===== src/rtl/smd_pkg.sv =====
package smd_pkg;
  localparam int CTL_W    = 4;
  localparam int MB_SHIFT = 20;

  typedef enum logic [1:0] {
    RT_SYS    = 2'd0,
    RT_DRAM   = 2'd1,
    RT_HOLE   = 2'd2,
    RT_REJECT = 2'd3
  } route_e;

  typedef struct packed {
    logic       locked;
    logic [1:0] size_code;
    logic       seg_en;
  } ctl_t;
endpackage


===== src/rtl/smd_ctrl_reg.sv =====
module smd_ctrl_reg
  import smd_pkg::*;
(
  input  logic             clk,
  input  logic             rst,
  input  logic             wr,
  input  logic [CTL_W-1:0] wdata,
  output ctl_t             ctl
);
  always_ff @(posedge clk) begin
    if (rst) begin
      ctl <= '0;
    end else if (wr && !ctl.locked) begin
      ctl <= ctl_t'(wdata);
    end
  end
endmodule


===== src/rtl/smd_seg_calc.sv =====
module smd_seg_calc
  import smd_pkg::*;
#(
  parameter int ADDR_W  = 32,
  parameter int TOLM_MB = 2048
) (
  input  ctl_t              ctl,
  output logic              seg_active,
  output logic [ADDR_W-1:0] seg_base,
  output logic              size_err
);
  localparam logic [ADDR_W-1:0] TOLM_BYTES = ADDR_W'(TOLM_MB) << MB_SHIFT;

  logic [3:0] raw_mb;
  logic [3:0] eff_mb;

  always_comb begin
    raw_mb = 4'd0;
    if (ctl.seg_en) begin
      unique case (ctl.size_code)
        2'b00:   raw_mb = 4'd1;
        2'b01:   raw_mb = 4'd2;
        2'b10:   raw_mb = 4'd8;
        default: raw_mb = 4'd0;
      endcase
    end
  end

  assign size_err   = {28'd0, raw_mb} > 32'(TOLM_MB);
  assign eff_mb     = size_err ? 4'd0 : raw_mb;
  assign seg_active = eff_mb != 4'd0;
  assign seg_base   = TOLM_BYTES - (ADDR_W'(eff_mb) << MB_SHIFT);
endmodule


===== src/rtl/smd_route.sv =====
module smd_route
  import smd_pkg::*;
#(
  parameter int                ADDR_W  = 32,
  parameter int                DATA_W  = 32,
  parameter int                SIZE_W  = 3,
  parameter int                TOLM_MB = 2048,
  parameter logic [ADDR_W-1:0] HI_BASE = 32'hFEDA_0000,
  parameter logic [ADDR_W-1:0] HI_SIZE = 32'h0002_0000,
  parameter logic [ADDR_W-1:0] HI_DRAM = 32'h000A_0000
) (
  input  logic [ADDR_W-1:0] addr,
  input  logic [SIZE_W-1:0] size,
  input  logic              write,
  input  logic              smm,
  input  logic              seg_active,
  input  logic [ADDR_W-1:0] seg_base,
  output route_e            route,
  output logic [ADDR_W-1:0] out_addr,
  output logic [DATA_W-1:0] rdata,
  output logic              wr_out
);
  localparam int              LANES      = DATA_W / 8;
  localparam logic [ADDR_W-1:0] TOLM_BYTES = ADDR_W'(TOLM_MB) << MB_SHIFT;
  localparam logic [ADDR_W:0] HI_END     = {1'b0, HI_BASE} + {1'b0, HI_SIZE};

  logic size_ok, in_seg, in_hi, below_tolm, hole_rd;

  assign size_ok    = (size != '0) && (size <= SIZE_W'(LANES));
  assign below_tolm = addr < TOLM_BYTES;
  assign in_seg     = seg_active && (addr >= seg_base) && below_tolm;
  assign in_hi      = (addr >= HI_BASE) && ({1'b0, addr} < HI_END);

  always_comb begin
    route    = RT_SYS;
    out_addr = addr;
    wr_out   = write;
    if (!size_ok) begin
      route  = RT_REJECT;
      wr_out = 1'b0;
    end else if (in_seg) begin
      route  = smm ? RT_DRAM : RT_HOLE;
      wr_out = smm & write;
    end else if (in_hi) begin
      if (smm) begin
        route    = RT_DRAM;
        out_addr = addr - HI_BASE + HI_DRAM;
      end
    end else if (below_tolm) begin
      route = RT_DRAM;
    end
  end

  assign hole_rd = (route == RT_HOLE) && !write;

  for (genvar b = 0; b < LANES; b++) begin : g_lane
    assign rdata[8*b +: 8] = (hole_rd && (size > SIZE_W'(b))) ? 8'hFF : 8'h00;
  end
endmodule


===== src/rtl/smram_seg_decoder.sv =====
module smram_seg_decoder
  import smd_pkg::*;
#(
  parameter int                ADDR_W  = 32,
  parameter int                DATA_W  = 32,
  parameter int                TOLM_MB = 2048,
  parameter logic [ADDR_W-1:0] HI_BASE = 32'hFEDA_0000,
  parameter logic [ADDR_W-1:0] HI_SIZE = 32'h0002_0000,
  parameter logic [ADDR_W-1:0] HI_DRAM = 32'h000A_0000,
  localparam int               SIZE_W  = $clog2(DATA_W / 8 + 1)
) (
  input  logic              clk,
  input  logic              rst,
  input  logic              ctl_wr,
  input  logic [3:0]        ctl_wdata,
  output logic [3:0]        ctl_rdata,
  output logic              cfg_err,
  input  logic              acc_valid,
  input  logic [ADDR_W-1:0] acc_addr,
  input  logic [SIZE_W-1:0] acc_size,
  input  logic              acc_write,
  input  logic              acc_smm,
  output logic              rsp_valid,
  output logic [1:0]        rsp_route,
  output logic [ADDR_W-1:0] rsp_addr,
  output logic [DATA_W-1:0] rsp_rdata,
  output logic              rsp_write
);
  ctl_t              ctl;
  logic              seg_active, size_err, nxt_wr;
  logic [ADDR_W-1:0] seg_base, nxt_addr;
  logic [DATA_W-1:0] nxt_rdata;
  route_e            nxt_route;

  smd_ctrl_reg u_ctrl (
    .clk   (clk),
    .rst   (rst),
    .wr    (ctl_wr),
    .wdata (ctl_wdata),
    .ctl   (ctl)
  );

  smd_seg_calc #(
    .ADDR_W  (ADDR_W),
    .TOLM_MB (TOLM_MB)
  ) u_calc (
    .ctl        (ctl),
    .seg_active (seg_active),
    .seg_base   (seg_base),
    .size_err   (size_err)
  );

  smd_route #(
    .ADDR_W  (ADDR_W),
    .DATA_W  (DATA_W),
    .SIZE_W  (SIZE_W),
    .TOLM_MB (TOLM_MB),
    .HI_BASE (HI_BASE),
    .HI_SIZE (HI_SIZE),
    .HI_DRAM (HI_DRAM)
  ) u_route (
    .addr       (acc_addr),
    .size       (acc_size),
    .write      (acc_write),
    .smm        (acc_smm),
    .seg_active (seg_active),
    .seg_base   (seg_base),
    .route      (nxt_route),
    .out_addr   (nxt_addr),
    .rdata      (nxt_rdata),
    .wr_out     (nxt_wr)
  );

  assign ctl_rdata = ctl;

  always_ff @(posedge clk) begin
    if (rst) begin
      rsp_valid <= 1'b0;
      rsp_route <= RT_SYS;
      rsp_addr  <= '0;
      rsp_rdata <= '0;
      rsp_write <= 1'b0;
      cfg_err   <= 1'b0;
    end else begin
      rsp_valid <= acc_valid;
      rsp_route <= nxt_route;
      rsp_addr  <= nxt_addr;
      rsp_rdata <= nxt_rdata;
      rsp_write <= nxt_wr;
      cfg_err   <= size_err;
    end
  end
endmodule


===== config.mk =====
export PLATFORM = sky130hd
export DESIGN_NAME = smram_seg_decoder
export DESIGN_NICKNAME = d
export VERILOG_FILES = /design/src/rtl/smd_pkg.sv /design/src/rtl/smd_ctrl_reg.sv /design/src/rtl/smd_seg_calc.sv /design/src/rtl/smd_route.sv /design/src/rtl/smram_seg_decoder.sv
export SDC_FILE = /design/constraint.sdc
export NUM_CORES = 1
export LEC_CHECK = 0
export CAP_MARGIN = 20
export CORE_ASPECT_RATIO = 0.8
export CORE_UTILIZATION = 42
export CTS_BUF_LIST = sky130_fd_sc_hd__clkbuf_4
export DETAILED_ROUTE_END_ITERATION = 10
export GPL_TIMING_DRIVEN = 0
export MAX_ROUTING_LAYER = met4
export PLACE_DENSITY = 0.87
export SYNTH_ARGS = -nofsm -noshare
export SYNTH_HDL_FRONTEND = slang
export SYNTH_SLANG_ARGS = --single-unit

===== constraint.sdc =====
create_clock -name clk -period 5.6 [get_ports clk]
set_input_delay 0.84 -clock clk [delete_from_list [all_inputs] [get_ports clk]]
set_output_delay 0.84 -clock clk [all_outputs]
set_load 0.01 [all_outputs]

Word level (Yosys, flattened, before mapping)
Cells that the tools add are included.
- flip-flop bits (word level): 72
- word-level logic and storage cells: 58
- input port bits: 45
- output and inout port bits: 73
- $add $sub $neg: 3
- magnitude comparators: 9
- bitwise operators: 2
- reduce and logical (&&, ||, !) cells: 16
- muxes and demuxes: 17
- equal/unequal tests: 3
- operators with widths (kind ; count):
    32-bit 2-to-1 mux ; 4
    32-bit less-than comparator, second input constant ; 2
    32-bit by 20-bit adder with 32-bit output, second input constant ; 1
    32-bit greater-or-equal comparator ; 1
    32-bit greater-or-equal comparator, second input constant ; 1
    8-bit 2-to-1 mux ; 4
    32-bit by 24-bit subtractor with 32-bit output, first input constant ; 1
    32-bit subtractor, second input constant ; 1
    4-bit case mux with 3 select lines ; 1
    1-bit logical AND ; 10
    2-bit 2-to-1 mux ; 4
    3-bit by 1-bit > comparator with 1-bit output, second input constant ; 2
    3-bit by 2-bit > comparator with 1-bit output, second input constant ; 2
    2-bit equality test, second input constant ; 2
    4-bit 2-to-1 mux ; 1
    4-bit nonzero test ; 1
    3-bit <= comparator, second input constant ; 1
    1-bit 2-to-1 mux ; 3
    3-bit nonzero test ; 1
    2-bit by 1-bit equality test with 1-bit output, second input constant ; 1
    1-bit logical NOT ; 2
    2-bit logical NOT ; 1
    2-bit OR reduction ; 1
    1-bit AND ; 1
    1-bit NOT ; 1

Longest topological paths before layout
Gate-level depths: netlist of the first run.
- depth in word-level cells: 13
- mapped depth: 11
- mapped depth without buffers: 11

Modules after synthesis
A second synthesis of the first run with hierarchy kept.
- cell total of the unflattened synthesis: 419
- area, all modules: 3895.0 µm²
- modules (own cells, without submodules) (module ; area an instance (µm²) ; sequential area each (µm²) ; cells each ; instances):
    smram_seg_decoder ; 1856.8 ; 1381.3 ; 145 ; 1
    smd_route ; 1577.8 ; 0.0 ; 220 ; 1
    smd_seg_calc ; 290.3 ; 0.0 ; 38 ; 1
    smd_ctrl_reg ; 170.2 ; 80.1 ; 16 ; 1

Least setup slack after synthesis of the first run
OpenSTA, ideal clock, no wires.
- path type: reg2reg
- from: register, netlist name u_ctrl.ctl[0]
- to: register rsp_write
- library setup time: 0.117 ns
- clock period less this slack: 2.653 ns
- path slack: 2.947 ns
- cell stages (with the launch flop): 12
- buffers on the path: 0
- arrival time: 2.536 ns
- data required time: 5.483 ns
- cells stage by stage: dfxtp_1 > or2b_1 > or2_2 > ha_1 > nand2_1 > ha_1 > nand4_1 > a211o_1 > o32ai_2 > a31o_4 > nand3b_4 > and4b_1
- word-level cells in the longest chain between the ends: 6
- elaborated cells between the ends (all ways): 7
- classes of those cells: add/sub: 1; order compare: 1; mux: 2; reduce/logical: 3
- ends and longest elaborated chain (what ; line ; RTL):
    4-bit 2-to-1 mux (*) ; smd_seg_calc.sv:19 ; if (ctl.seg_en) begin
    32-bit by 24-bit subtractor with 32-bit output ; smd_seg_calc.sv:32 ; assign seg_base = TOLM_BYTES - (ADDR_W'(eff_mb) << MB_SHIFT);
    32-bit greater-or-equal comparator ; smd_route.sv:31 ; assign in_seg = seg_active && (addr >= seg_base) && below_tolm;
    1-bit logical AND (*) (2 in a row) ; smd_route.sv:31 ;
    1-bit 2-to-1 mux (*) ; smd_route.sv:41 ; end else if (in_seg) begin
    to (signal assigned) ; smram_seg_decoder.sv:89 ; rsp_write <= nxt_wr;
    to (decl) ; smram_seg_decoder.sv:27 ; output logic rsp_write
Every way passes the cells marked *; elsewhere a longest branch is shown, timed or not.
A chain may end at the register's enable or synchronous reset.

Worst setup path after layout of the first run
- from: register, netlist name u_ctrl.ctl[0]
- to: register rsp_rdata[30]
- word-level cells in the longest chain between the ends: 11
- elaborated cells between the ends (all ways): 12
- classes of those cells: add/sub: 1; order compare: 1; eq/ne: 1; mux: 4; reduce/logical: 5
- ends and longest elaborated chain (what ; line ; RTL):
    4-bit 2-to-1 mux (*) ; smd_seg_calc.sv:19 ;
    32-bit by 24-bit subtractor with 32-bit output ; smd_seg_calc.sv:32 ;
    32-bit greater-or-equal comparator ; smd_route.sv:31 ;
    1-bit logical AND (*) (2 in a row) ; smd_route.sv:31 ;
    2-bit 2-to-1 mux (*) ; smd_route.sv:41 ;
    2-bit 2-to-1 mux (*) ; smd_route.sv:38 ; if (!size_ok) begin
    2-bit equality test (*) ; smd_route.sv:54 ; assign hole_rd = (route == RT_HOLE) && !write;
    1-bit logical AND (*) ; smd_route.sv:54 ;
    1-bit logical AND (*) ; smd_route.sv:57 ; assign rdata[8*b +: 8] = (hole_rd && (size > SIZE_W'(b))) ? 8'hFF : 8'h00;
    8-bit 2-to-1 mux (*) ; smd_route.sv:57 ;
    to (signal assigned) ; smram_seg_decoder.sv:88 ; rsp_rdata <= nxt_rdata;
    to (decl) ; smram_seg_decoder.sv:26 ; output logic [DATA_W-1:0] rsp_rdata,
Marked as above.

==> impl_metrics.csv, run 1 <==
group,metric,value,unit
outcome,outcome,"finished clean",
placed_design,place_ws,2.51,ns
final_layout,multi_input_area,893,um^2
placed_design,io_buffers,115,
logic_synthesis,synth.avg_cell_area,9.73,um^2
sta,hold_violations,0,
sta,fin_crit,2.95,ns
sta,clock.fmax,339,MHz
clock_network,cts_num_sinks,44,
critical_path,crit_buf_inv,0,
critical_path,critPathKind,"reg2reg",
critical_path,worstRegToRegCells,11,
sta,fin_skew,0.00429,ns
critical_path,cpLargestDelayFamily,"simple AND/OR/NAND/NOR gates",
hold_path,hp-start,"u_ctrl.ctl[3]$_SDFFE_PP0P_",
clock_network,cts_inserted_buffers,5,
die,die_x,79.8,um
clock_network,htree_num_levels,2,
detailed_routing,viasPerCell,4.69,
critical_path,cp_max_fo,8,
power_and_ir_drop,p_per_area,188,nW/um^2
detailed_routing,wl_per_cell,13.3,um
logic_synthesis,ys_seq_area_frac,0.433,
critical_path,reg2reg_from,"u_ctrl.ctl[0]$_SDFFE_PP0P_",
logic_synthesis,synth_ff_type,"dfxtp_1",
clock_network,clk_pin_slew,0.12,ns
die,die_h,64.2,um
critical_path,end_kind,"flip-flop",
critical_path,critPathRequiredTime,5.85,ns
detailed_routing,drtIter0Drc,34,
detailed_routing,dr.pass1.iters,4,
final_layout,syn_to_final_growth,62.8,%
final_layout,fillerInstances,361,
detailed_routing,drc,0,
sta,hold_slack,0.523,ns
sta,maxSlewViolCount,0,
final_layout,drive_gt1_frac,0.133,
sta,setup_viol,0,
clock_network,worstSkewPairLatency,0.34,ns
grt,globalRouteTotalUtil,0.210,
clock_network,holdBufCountCts,0,
die,fp-row-count,22,
hold_path,min_path_cells,2,
placed_design,dp_hpwl,4220,um
critical_path,path_cells,"or2b_1 -> or2_2 -> ha_1 -> nand2_1 -> ha_1 -> nand4_1 -> a211o_1 -> o32ai_2 -> a31o_4 -> nand3b_4 -> nor4_1",
clock_network,root_buffer,"clkbuf_4",
grt,first_global_vias,1659,
logic_synthesis,ys_seq_elements,44,
critical_path,cp.arrival,3.20,ns
die,core,4620,um^2
die,dieArea,5120,um^2
clock_network,cts_tree,"yes",
final_layout,seq_area,881,um^2
critical_path,crit_path_start,"u_ctrl.ctl[0]$_SDFFE_PP0P_",
clock_network,postCtsResizedCells,0,
grt,antenna_found_initial,0,
critical_path,ff2ff_setup_slack,2.65,ns
grt,grt_first_pass_wirelength,7940,um
logic_synthesis,async_flop_share,0,
critical_path,critPathLaunchType,"flip-flop",
detailed_routing,routed_wl,5190,um
sta,rsz0062_at_grt,"false",
logic_synthesis,synth_cell_types,46,
clock_network,post_cts_buffers,0,
grt,grt_overflow,0,
die,initial_utilization,0.440,
die,pin_count,118,
logic_synthesis,synthCells,209,
power_and_ir_drop,p_leak,1.35,nW
critical_path,cpPeakStageDelay,0.48,ns
placed_design,gp_congestion,0.861,
power_and_ir_drop,peakVddDrop,104,uV
critical_path,cp_common_cell,"ha_1",
logic_synthesis,netlist_area,2030,um^2
hold_path,hold_path.class,"reg2reg",
detailed_routing,ant_nets,0,
sta,fin_crit_sh,0.527,
critical_path,critPathSlowestCell,"dfxtp_1",
clock_network,clockBufferDepth,2,
logic_synthesis,synth_fp_nets,263,
final_layout,nNetsFinal,385,
final_layout,n_antenna_cell,0,
grt,grt_max_degree,13,
run,maxCapViolations,0,
sta,setup_slack,2.65,ns
critical_path,r2r-end,"rsp_rdata[30]$_SDFF_PP0_",
sta,fin_tns_setup,0,ns
logic_synthesis,yosysWarnings,0,
hold_path,min_delay_worst_endpoint,"u_ctrl.ctl[3]$_SDFFE_PP0P_",
logic_synthesis,synth_edf_count,0,
detailed_routing,vias,1835,
## worst reg2reg max path: cells and delay by family (launching register included)
kind	cells	cell delay, ns
AO/OA/AOI/OAI	3	0.68
adder cells (fa/ha/maj)	2	0.45
flip-flops	1	0.48
AND/OR/NAND/NOR	6	1.24
## per-stage QoR
step | instances | power, mW | utilization | area [um^2]
detailed placement | 384 | 0.481 | 0.705 | 3260
floorplan | 209 | 0.400 | - | 2030
finish | 391 | 0.621 | 0.716 | 3310
global route | 391 | 0.653 | 0.716 | 3310
global placement | 384 | 0.479 | 0.705 | 3260
CTS | 391 | 0.624 | 0.716 | 3310
## sequential cells by signal (all words and copies together) (netlist names)
register	count
rsp_addr	32
rsp_rdata	4
u_ctrl.ctl	4
rsp_route	2
rsp_valid	1
rsp_write	1
## synthesized netlist by cell type (2+ instances only)
| master | instances | area, um^2 |
|---|---|---|
| o21ai_0 | 4 | 20.0 |
| a211o_1 | 2 | 17.5 |
| inv_1 | 7 | 26.3 |
| xnor2_1 | 2 | 17.5 |
| o21ai_1 | 2 | 10.0 |
| a21oi_1 | 10 | 50.1 |
| and4b_1 | 2 | 20.0 |
| nor4_1 | 8 | 50.1 |
| nand3_1 | 4 | 20.0 |
| and3_1 | 3 | 18.8 |
| dfxtp_1 | 44 | 881 |
| buf_4 | 29 | 218 |
| nor2_1 | 9 | 33.8 |
| a21o_1 | 2 | 15.0 |
| or2_2 | 2 | 12.5 |
| clkbuf_1 | 3 | 11.3 |
| nand3b_1 | 2 | 15.0 |
| nand2_1 | 6 | 22.5 |
| nor2b_1 | 21 | 131 |
| mux2i_1 | 4 | 40.0 |
| and2_1 | 9 | 56.3 |
| nand2b_1 | 2 | 12.5 |
| ha_1 | 9 | 113 |
## placed cells by master, fill, tap and decap left out, types with 2 or more instances in the layout
| cell type | instances |
|---|---|
| nand2_1 | 6 |
| clkbuf_4 | 6 |
| mux2i_1 | 4 |
| nand3b_1 | 2 |
| and2_1 | 9 |
| dfxtp_1 | 44 |
| or2_2 | 2 |
| xnor2_1 | 2 |
| nor2_1 | 9 |
| inv_1 | 7 |
| and4b_1 | 2 |
| a21o_1 | 2 |
| a211o_1 | 2 |
| buf_4 | 29 |
| nor2b_1 | 21 |
| nand2b_1 | 2 |
| and3_1 | 3 |
| clkbuf_1 | 3 |
| clkdlybuf4s50_1 | 115 |
| o21ai_1 | 2 |
| nand3_1 | 4 |
| nor4_1 | 8 |
| ha_1 | 9 |
| o21ai_0 | 4 |
| a21oi_1 | 10 |
## worst max-delay path by stage
stage	to	slack (ns)	cells past startpoint
after floorplan	rsp_write$_SDFF_PP0_	2.95	11
after global placement	rsp_rdata[30]$_SDFF_PP0_	2.49	8
after detailed placement	rsp_rdata[15]$_SDFF_PP0_	2.51	8
after CTS	rsp_rdata[30]$_SDFF_PP0_	2.64	11
after global routing	rsp_rdata[30]$_SDFF_PP0_	2.42	11
final	rsp_rdata[30]$_SDFF_PP0_	2.65	11
## area by class of cell
type                            count  share of cell area
Multi-Input combinational cell    125               0.270
Clock inverter                      1             0.00151
Inverter                            7             0.00794
Tap cell                           60              0.0227
Sequential cell                    44               0.266
Buffer                             33              0.0703
Timing Repair Buffer              115               0.348
Clock buffer                        6              0.0136
## report_power, final
part | switching [mW] | total, mW | internal [mW]
sequential | 0.00646 | 0.335 | 0.329
combinational | 0.0568 | 0.138 | 0.0817
clock | 0.0954 | 0.147 | 0.0513
total | 0.159 | 0.621 | 0.462
## cells by family (layout without fill, tap and decap cells)
group                      count (synthesis)  count (layout)  share of synthesized area
DFF                                       44              44                      0.433
muxes                                      4               4                     0.0197
other                                      1               1                    0.00184
buffers and inverters                     40             162                      0.127
xor gates and xnor gates                   3               3                     0.0129
AOI/OAI and AO/OA                         31              31                      0.113
adders and majority gates                  9               9                     0.0554
and+or+nand+nor                           77              77                      0.236
## routing by layer
metal,part of all wire,global-route usage,up-vias
met4,0.016,0.0670,0
met1,0.44,0.252,817
met5,0,-,-
li1,-,-,936
met2,0.47,0.340,72
met3,0.073,0.0586,10
(Power assumes the default switching activity.)
==> run 2, diff against run 1 <==
--- a/config.mk
+++ b/config.mk
@@ -7,12 +7,12 @@
 export LEC_CHECK = 0
 export CAP_MARGIN = 20
 export CORE_ASPECT_RATIO = 0.8
-export CORE_UTILIZATION = 42
+export CORE_UTILIZATION = 35
 export CTS_BUF_LIST = sky130_fd_sc_hd__clkbuf_4
 export DETAILED_ROUTE_END_ITERATION = 10
 export GPL_TIMING_DRIVEN = 0
 export MAX_ROUTING_LAYER = met4
-export PLACE_DENSITY = 0.87
+export PLACE_DENSITY = 0.77
 export SYNTH_ARGS = -nofsm -noshare
 export SYNTH_HDL_FRONTEND = slang
 export SYNTH_SLANG_ARGS = --single-unit
==> constraint.sdc (replaced) <==
create_clock -name clk -period 2.4 [get_ports clk]
set_input_delay 0.36 -clock clk [delete_from_list [all_inputs] [get_ports clk]]
set_output_delay 0.36 -clock clk [all_outputs]
set_load 0.01 [all_outputs]
==> impl_metrics.csv, run 2 (synthesis gave the netlist of run 1 again) <==
group,metric,value,unit
critical_path,cp_common_cell,"ha_4",
grt,grt_max_degree,14,
detailed_routing,vias,1896,
grt,globalRouteTotalUtil,0.181,
critical_path,path_cells,"or2b_1 -> or2_4 -> ha_4 -> nand2_4 -> ha_4 -> nand4_1 -> a211o_1 -> o32ai_2 -> a31o_4 -> nand3b_4 -> and4b_1",
sta,fin_crit,2.50,ns
critical_path,end_kind,"flip-flop",
final_layout,layout.cells.most_common,"clkdlybuf4s50_1",
sta,hold_violations,0,
clock_network,cts_inserted_buffers,5,
sta,setup_slack,-0.0982,ns
hold_path,hold_path.class,"in2reg",
clock_network,clk_pin_slew,0.14,ns
final_layout,reg_top3,"rsp_addr (32), rsp_rdata (4), u_ctrl.ctl (4)",
outcome,outcome,"finished, violations left",
detailed_routing,routed_wl,5420,um
grt,antenna_found_initial,0,
final_layout,most-common-layout-cells,"115 x clkdlybuf4s50_1, 42 x dfxtp_1, 37 x buf_4",
die,core,5530,um^2
critical_path,cpPeakStageDelay,0.37,ns
detailed_routing,viasPerCell,4.54,
clock_network,cts_num_sinks,44,
power_and_ir_drop,p_per_area,478,nW/um^2
critical_path,critPathSlowestCell,"dfxtp_4",
final_layout,nNetsFinal,394,
die,fp-row-count,24,
final_layout,largest_reg_flops,32,
sta,fin_crit_sh,1.04,
final_layout,layoutNonFillerInstCount,418,
clock_network,clockBufferDepth,2,
critical_path,cp_max_fo,6,
clock_network,root_buffer,"clkbuf_4",
die,initial_utilization,0.368,
sta,worst_slew_pin_slew,0.538,ns
placed_design,io_buffers,115,
detailed_routing,drc,0,
grt,grt_overflow,0,
power_and_ir_drop,peakVddDrop,228,uV
grt,first_global_vias,1694,
final_layout,n_antenna_cell,0,
run,maxCapViolations,0,
sta,fin_skew,0.0172,ns
critical_path,critPathKind,"reg2reg",
sta,setup_viol,6,
final_layout,fillerInstances,486,
sta,relSlewSlack,0.641,
die,pin_count,118,
placed_design,place_inst,402,
placed_design,dp_hpwl,4200,um
detailed_routing,drtIter0Drc,63,
power_and_ir_drop,p_leak,1.43,nW
sta,clock.fmax,400,MHz
detailed_routing,wl_per_cell,13.0,um
final_layout,syn_to_final_growth,73.5,%
clock_network,cts_tree,"yes",
detailed_routing,ant_nets,0,
sta,fin_tns_setup,-0.374,ns
sta,maxSlewViolCount,0,
outcome,failed_checks,"setup timing",
placed_design,post_dp_cell_area,3300,um^2
final_layout,drive_gt1_frac,0.176,
die,die_h,70.2,um
die,dieArea,6120,um^2
critical_path,cp.arrival,2.74,ns
critical_path,critPathRequiredTime,2.64,ns
final_layout,fin_area,3530,um^2
grt,grt_first_pass_wirelength,8200,um
clock_network,worstSkewPairLatency,0.35,ns
sta,rsz0062_at_grt,"true",
final_layout,top_register,"rsp_addr",
placed_design,gp_congestion,0.825,
critical_path,critPathLaunchType,"flip-flop",
clock_network,htree_num_levels,2,
detailed_routing,dr.pass1.iters,4,
die,die_x,87.2,um
[run 2: cell count changes in the layout (fill, tap and decap cells not counted), sizes merged]
cell    change
buf         +9
bufinv      +2
clkbuf      -1
clkinv      -1
[run 2: worst paths after layout]
check                                  start                         end  cells after the start  slack [ns]
setup / recovery  u_ctrl.ctl[0]$_SDFFE_PP0P_        rsp_write$_SDFF_PP0_                     11        -0.1
hold / removal                           rst        rsp_valid$_SDFF_PP0_                      2        0.46
setup reg to reg  u_ctrl.ctl[0]$_SDFFE_PP0P_        rsp_write$_SDFF_PP0_                     11        -0.1
hold reg to reg   u_ctrl.ctl[3]$_SDFFE_PP0P_  u_ctrl.ctl[3]$_SDFFE_PP0P_                      2        0.53
[run 2: per-stage QoR]
stage	hold WS, ns	worst slack (ns)	power, mW	utilization
finish	0.460	-0.0982	1.69	0.639
global route	0.446	-0.173	1.76	0.639
CTS	0.436	-0.0763	1.70	0.637
detailed placement	0.482	-0.287	1.13	0.598
global placement	0.484	-0.272	1.12	0.598
floorplan	0.436	0.00339	0.938	-
[run 2: area by class of cell]
type / instances / area [um^2] / area share
Sequential cell: 44 / 888 / 0.252
Clock inverter: 2 / 60.1 / 0.0170
Inverter: 7 / 26.3 / 0.00745
Multi-Input combinational cell: 125 / 963 / 0.273
Tap cell: 78 / 97.6 / 0.0277
Buffer: 33 / 233 / 0.0660
Clock buffer: 5 / 37.5 / 0.0106
Timing Repair Buffer: 124 / 1220 / 0.346
[run 2: critical path: cells and delay by family (launching register included)]
| family | cells | cell delay, ns |
|---|---|---|
| fa+ha+maj | 2 | 0.30 |
| flops | 1 | 0.37 |
| simple gates | 6 | 1.01 |
| compound gates | 3 | 0.70 |
[run 2: where the power goes]
| group | total, mW | internal (mW) | switching, mW |
|---|---|---|---|
| sequential | 0.779 | 0.767 | 0.0119 |
| clock | 0.551 | 0.319 | 0.232 |
| combinational | 0.358 | 0.211 | 0.147 |
[run 2: routing by layer]
layer	track usage	vias to the layer above	part of all wire
li1	-	954	-
met1	0.228	860	0.44
met2	0.288	76	0.48
met3	0.0437	6	0.071
met4	0.0510	0	0.010
met5	-	-	0
[run 2: timing repair]
item	CTS	global route
pin swaps	7	3
setup endpoints to repair	7	7
gates resized for setup	7	1
setup buffers	8	1
hold buffers	0	0
